<file path="src/rtl/usb_ept_pkg.sv">
package usb_ept_pkg;
  typedef enum logic [1:0] {
    EP_CTRL = 2'b00,
    EP_ISO  = 2'b01,
    EP_BULK = 2'b10,
    EP_INTR = 2'b11
  } ep_kind_e;

  typedef enum logic [1:0] {
    PID_D0    = 2'b00,
    PID_D1    = 2'b01,
    PID_SETUP = 2'b10,
    PID_RSV   = 2'b11
  } rx_pid_e;

  typedef struct packed {
    logic     en;
    logic     dir;
    ep_kind_e kind;
    logic     tgl;
    logic     exp;
  } ep_state_t;
endpackage

</file>
<file path="src/rtl/ept_judge.sv">
module ept_judge
  import usb_ept_pkg::*;
(
  input  ep_state_t st,
  input  logic [1:0] pid,
  output logic       accept,
  output logic       dup,
  output logic       upd,
  output logic       nxt_tgl,
  output logic       nxt_exp
);
  always_comb begin
    accept  = 1'b0;
    dup     = 1'b0;
    upd     = 1'b0;
    nxt_tgl = st.tgl;
    nxt_exp = st.exp;
    if (st.en) begin
      unique case (st.kind)
        EP_ISO: begin
          if (pid == PID_D0 || pid == PID_D1) begin
            accept  = 1'b1;
            upd     = 1'b1;
            nxt_tgl = pid[0];
          end
        end
        default: begin
          if (pid == PID_SETUP) begin
            if (st.kind == EP_CTRL) begin
              accept  = 1'b1;
              upd     = 1'b1;
              nxt_tgl = 1'b0;
              nxt_exp = 1'b1;
            end
          end else if (pid != PID_RSV) begin
            upd     = 1'b1;
            nxt_tgl = pid[0];
            if (pid[0] == st.exp) begin
              accept  = 1'b1;
              nxt_exp = ~st.exp;
            end else begin
              dup = 1'b1;
            end
          end
        end
      endcase
    end
  end


  always_comb begin
    judge_excl_chk: assert (!(accept && dup));
  end
endmodule

</file>
<file path="src/rtl/ept_slot.sv">
module ept_slot
  import usb_ept_pkg::*;
#(
  parameter bit IS_EP0 = 1'b0
) (
  input  logic       clk,
  input  logic       rst,
  input  logic       usb_rst,
  input  logic       wr,
  input  logic [7:0] wdata,
  input  logic       upd,
  input  logic       nxt_tgl,
  input  logic       nxt_exp,
  output ep_state_t  st_q
);
  logic clr;
  assign clr = rst | usb_rst;

  always_ff @(posedge clk) begin
    if (clr) begin
      st_q.en   <= IS_EP0;
      st_q.dir  <= 1'b0;
      st_q.kind <= EP_CTRL;
      st_q.tgl  <= 1'b0;
      st_q.exp  <= 1'b0;
    end else if (wr) begin
      st_q.en   <= wdata[7];
      st_q.dir  <= wdata[2];
      st_q.kind <= ep_kind_e'(wdata[1:0]);
      st_q.tgl  <= 1'b0;
      st_q.exp  <= 1'b0;
    end else if (upd) begin
      st_q.tgl  <= nxt_tgl;
      st_q.exp  <= nxt_exp;
    end
  end


  ep_reset_chk: assert property (@(posedge clk) disable iff (rst)
    $past(usb_rst) |-> (st_q.en == IS_EP0) && (st_q.kind == EP_CTRL) && !st_q.tgl);

  cfg_clear_chk: assert property (@(posedge clk) disable iff (rst)
    $past(wr && !usb_rst) |-> !st_q.tgl && !st_q.exp);
endmodule

</file>
<file path="src/rtl/usb_ep_toggle_tracker.sv">
module usb_ep_toggle_tracker
  import usb_ept_pkg::*;
#(
  parameter int NUM_EP = 8,
  localparam int EPW = (NUM_EP > 1) ? $clog2(NUM_EP) : 1
) (
  input  logic           clk,
  input  logic           rst,
  input  logic           usb_rst,
  input  logic [EPW-1:0] reg_sel,
  input  logic           reg_wr,
  input  logic [7:0]     reg_wdata,
  output logic [7:0]     reg_rdata,
  input  logic           pkt_done,
  input  logic [EPW-1:0] pkt_ep,
  input  logic [1:0]     pkt_pid,
  output logic           pkt_accept,
  output logic           pkt_discard
);
  ep_state_t st [NUM_EP];
  ep_state_t st_pkt;
  ep_state_t st_rd;
  logic j_acc, j_dup, j_upd, j_tgl, j_exp;

  genvar g;
  generate
    for (g = 0; g < NUM_EP; g++) begin : g_slot
      ept_slot #(.IS_EP0(g == 0)) u_slot (
        .clk     (clk),
        .rst     (rst),
        .usb_rst (usb_rst),
        .wr      (reg_wr && (reg_sel == EPW'(g))),
        .wdata   (reg_wdata),
        .upd     (pkt_done && j_upd && (pkt_ep == EPW'(g))),
        .nxt_tgl (j_tgl),
        .nxt_exp (j_exp),
        .st_q    (st[g])
      );
    end
  endgenerate

  assign st_pkt = st[pkt_ep];
  assign st_rd  = st[reg_sel];

  ept_judge u_judge (
    .st      (st_pkt),
    .pid     (pkt_pid),
    .accept  (j_acc),
    .dup     (j_dup),
    .upd     (j_upd),
    .nxt_tgl (j_tgl),
    .nxt_exp (j_exp)
  );

  always_ff @(posedge clk) begin
    if (rst || usb_rst) begin
      pkt_accept  <= 1'b0;
      pkt_discard <= 1'b0;
      reg_rdata   <= 8'h00;
    end else begin
      pkt_accept  <= pkt_done && j_acc;
      pkt_discard <= pkt_done && j_dup;
      reg_rdata   <= {st_rd.en, 3'b000, st_rd.tgl, st_rd.dir, st_rd.kind};
    end
  end


  out_excl_chk: assert property (@(posedge clk) disable iff (rst)
    $onehot0({pkt_accept, pkt_discard}));

  pulse_src_chk: assert property (@(posedge clk) disable iff (rst)
    (pkt_accept || pkt_discard) |-> $past(pkt_done && !usb_rst));

  disabled_chk: assert property (@(posedge clk) disable iff (rst || usb_rst)
    $past(pkt_done && !st_pkt.en) |-> !pkt_accept && !pkt_discard);

  iso_chk: assert property (@(posedge clk) disable iff (rst || usb_rst)
    $past(pkt_done && st_pkt.kind == EP_ISO) |-> !pkt_discard);

  rsv_chk: assert property (@(posedge clk) disable iff (rst)
    reg_rdata[6:4] == 3'b000);
endmodule

</file>
<file path="config.mk">
export PLATFORM = sky130hd
export DESIGN_NAME = usb_ep_toggle_tracker
export DESIGN_NICKNAME = d
export VERILOG_FILES = /design/src/rtl/usb_ept_pkg.sv /design/src/rtl/ept_judge.sv /design/src/rtl/ept_slot.sv /design/src/rtl/usb_ep_toggle_tracker.sv
export SDC_FILE = /design/constraint.sdc
export NUM_CORES = 1
export LEC_CHECK = 0
export BUFFER_PORTS_ARGS = -buffer_cell sky130_fd_sc_hd__buf_4
export CORE_MARGIN = 3
export CORE_UTILIZATION = 50
export CTS_BUF_LIST = sky130_fd_sc_hd__clkbuf_4
export DETAILED_ROUTE_END_ITERATION = 6
export GPL_ROUTABILITY_DRIVEN = 0
export PLACE_DENSITY = 0.72
export SLEW_MARGIN = 20
export SYNTH_ARGS = -nofsm -noshare
export SYNTH_HDL_FRONTEND = slang
export SYNTH_SLANG_ARGS = --single-unit
</file>
<file path="constraint.sdc">
create_clock -name clk -period 2.2 [get_ports clk]
set_clock_uncertainty 0.05 [all_clocks]
set_input_delay 0.33 -clock clk [delete_from_list [all_inputs] [get_ports clk]]
set_output_delay 0.33 -clock clk [all_outputs]
set_load 0.02 [all_outputs]
</file>
==> flow_metrics.tcl <==
set metrics [dict create \
    status "finished, violations left" \
    violations "setup timing" \
    yosys-top-cells-count "dfxtp_1, mux2i_1, nor2_1" \
    first_global_vias 2331 \
    cpMaxStageDelayCell "mux4_2" \
    totalPowerFinal_uw 1881 \
    finalInstanceArea_mm2 0.003706 \
    num_rows 27 \
    dieArea_mm2 0.006837 \
    hold_viol_final 0 \
    die_w_um 82.69 \
    cts_root_buf "clkbuf_4" \
    die_h_um 82.69 \
    path_max_fanout 6 \
    postSynthAreaPerCell_um2 10.58 \
    wirelength_um 7293 \
    layout-drive-gt1-share_pct 40.66 \
    powerDensity_mw_per_mm2 507.6 \
    cts_buffer_depth 2 \
    grt_max_degree 36 \
    yosysUniqueCellTypes 44 \
    r2r_end "g_slot[2].u_slot.st_q[0]" \
    holdPathEnd "pkt_discard" \
    path_cells "mux4_2, mux2_4, a311oi_4, buf_4, nand2b_4, a41oi_2, a2111oi_4" \
    detail_route.first_pass.iterations 4 \
    fmaxAchievable_mhz 425.6 \
    period_minus_slack_ns 2.350 \
    synth-seq-area-share_pct 37.45 \
    yosysWarnings 0 \
    synth_cells 278 \
    hp-class "in -> reg" \
    async_flop_share_pct 0 \
    p_leak_uw 0.001448 \
    dpl_cell_area_mm2 0.003433 \
    crit_arrival_ns 2.58 \
    antenna_cells 0 \
    multi_input_area_mm2 0.001852 \
    grt_use_total_pct 22.44 \
    dp_hpwl_um 5193 \
    ant_nets 0 \
    worstSetupPathType "reg -> reg" \
    start_kind "register" \
    rsz0062_at_grt "true" \
    grt-ovfl-total 0 \
    ys_ff_latch 55 \
    io_buffers 23 \
    tightest_slew_ns 0.5584 \
    synth_ff_type "dfxtp_1" \
    drc 0 \
    r2r_slack_ns -0.15 \
    h-tree-depth 2 \
    synth_top_area_share_pct 37.45 \
    numClockSinks 55 \
    antenna_found_initial 0 \
    seq_area_mm2 0.001104 \
    fillers 451 \
    irDropWorstVdd_mv 0.3558 \
    hold_slack_ns 0.1041 \
    min_period_over_period_pct 106.8 \
    area_delta_synth_final_pct 26.04 \
    clock_latency_ns 0.38 \
    syn_area_mm2 0.002940 \
    timing.reg2reg.worst_path_depth 7 \
    wl_per_cell_um 18.05 \
    synthTopCellsByArea "dfxtp_1, mux2i_1, mux4_2" \
    grt_pass1_wl_um 11700 \
    drt_iter0_markers 140 \
    numCtsBuffers 5 \
    worst_slack_ns -0.1496 \
    slew_violations 0 \
    slowest_delay_ns 0.48 \
    rr_startpoint "g_slot[3].u_slot.st_q[2]" \
    holdPathStages 2 \
    slew_headroom_pct 62.58 \
    start_util_pct 52.43 \
    endpoint_kind "register" \
    setup_viol 14 \
    core_area_mm2 0.005608 \
    vias 2387 \
    yosys.area.top_type "dfxtp_1" \
    vias_per_cell 5.908 \
    clk_pin_slew_ns 0.18 \
    worst-endpoint-required_ns 2.43 \
    min_from "pkt_pid[1]" \
    drv_cap 0 \
    synth-edff-count 0 \
    synth_most_common_cell "dfxtp_1" \
    io_pins 31 \
    nets 352 \
    tritoncts "built" \
]
[metrics by stage]
stage          TNS (ns)  instances  setup WS (ns)  utilization, %
2_1_floorplan   -0.6125        280        -0.1240               -
3_3_place_gp     -2.287        389        -0.1980           61.22
3_5_place_dp     -3.040        389        -0.2518           61.22
4_1_cts         -0.4969        400        -0.1193           64.10
5_1_grt          -3.027        404        -0.2569           66.09
6_report         -1.651        404        -0.1496           66.09
[layout by cell type, fill, tap and decap left out, types with 4 or more instances in the layout]
| cell type | n |
|---|---|
| a211oi_2 | 5 |
| dfxtp_1 | 53 |
| mux2i_1 | 45 |
| buf_6 | 4 |
| nor3_1 | 4 |
| nand2_1 | 10 |
| mux4_2 | 16 |
| a41oi_2 | 6 |
| buf_4 | 64 |
| clkbuf_4 | 5 |
| a2111oi_2 | 6 |
| a21oi_1 | 4 |
| nand4b_1 | 5 |
| nor2_1 | 40 |
[registers in the layout, indices dropped and copies added (netlist names)]
signal	cells
g_slot.u_slot.st_q	48
pkt_accept	1
pkt_discard	1
reg_rdata	5
[worst max-delay path, delay by kind of cell (launching register included)]
| kind | cells | cell delay [ns] |
|---|---|---|
| AOI/OAI and AO/OA | 3 | 0.71 |
| buffers and inverters | 1 | 0.17 |
| DFF | 1 | 0.36 |
| muxes | 2 | 0.80 |
| and+or+nand+nor | 1 | 0.17 |
[timing repair]
action / CTS / global route
hold buffers: 0 / 0
resized for setup: 10 / 15
pin swaps: 2 / 10
endpoints found under the setup margin: 14 / 16
buffers inserted: 3 / 5
[worst max path at each step]
stage	start	to	slack, ns
final	g_slot[3].u_slot.st_q[2]	g_slot[2].u_slot.st_q[0]	-0.15
after global placement	pkt_ep[0]	g_slot[4].u_slot.st_q[0]	-0.20
after CTS	g_slot[3].u_slot.st_q[2]	g_slot[4].u_slot.st_q[0]	-0.12
after floorplan	pkt_ep[0]	g_slot[2].u_slot.st_q[0]	-0.12
after detailed placement	pkt_ep[0]	g_slot[4].u_slot.st_q[0]	-0.25
after global routing	g_slot[3].u_slot.st_q[2]	g_slot[4].u_slot.st_q[0]	-0.26
[area by class of cell]
type                            instances  area share (%)
Multi-Input combinational cell        196           49.97
Sequential cell                        55           29.78
Timing Repair Buffer                   70           15.26
Tap cell                               72           2.431
Clock inverter                          3           1.249
Clock buffer                            5           1.013
Inverter                                3          0.3038
[metal layers]
layer,GRT usage [%],vias up,wire [um]
met3,3.579,4,336
li1,-,1153,-
met5,0,-,0
met4,3.595,0,38
met2,37.50,52,3571
met1,31.14,1178,3347
[cells by family after synthesis]
logic type	share of synthesized area, %
AND/OR/NAND/NOR	14.30
multiplexers	29.23
flip-flops	37.45
AO/OA/AOI/OAI	14.08
buffers and inverters	4.808
other	0.1275
[where the power goes]
group | total (uW) | switching [uW] | internal (uW)
Sequential | 1010 | 3.69 | 1000
Combinational | 288 | 160 | 129
Clock | 586 | 342 | 244
No activity file was read; power rests on OpenSTA's default activity.
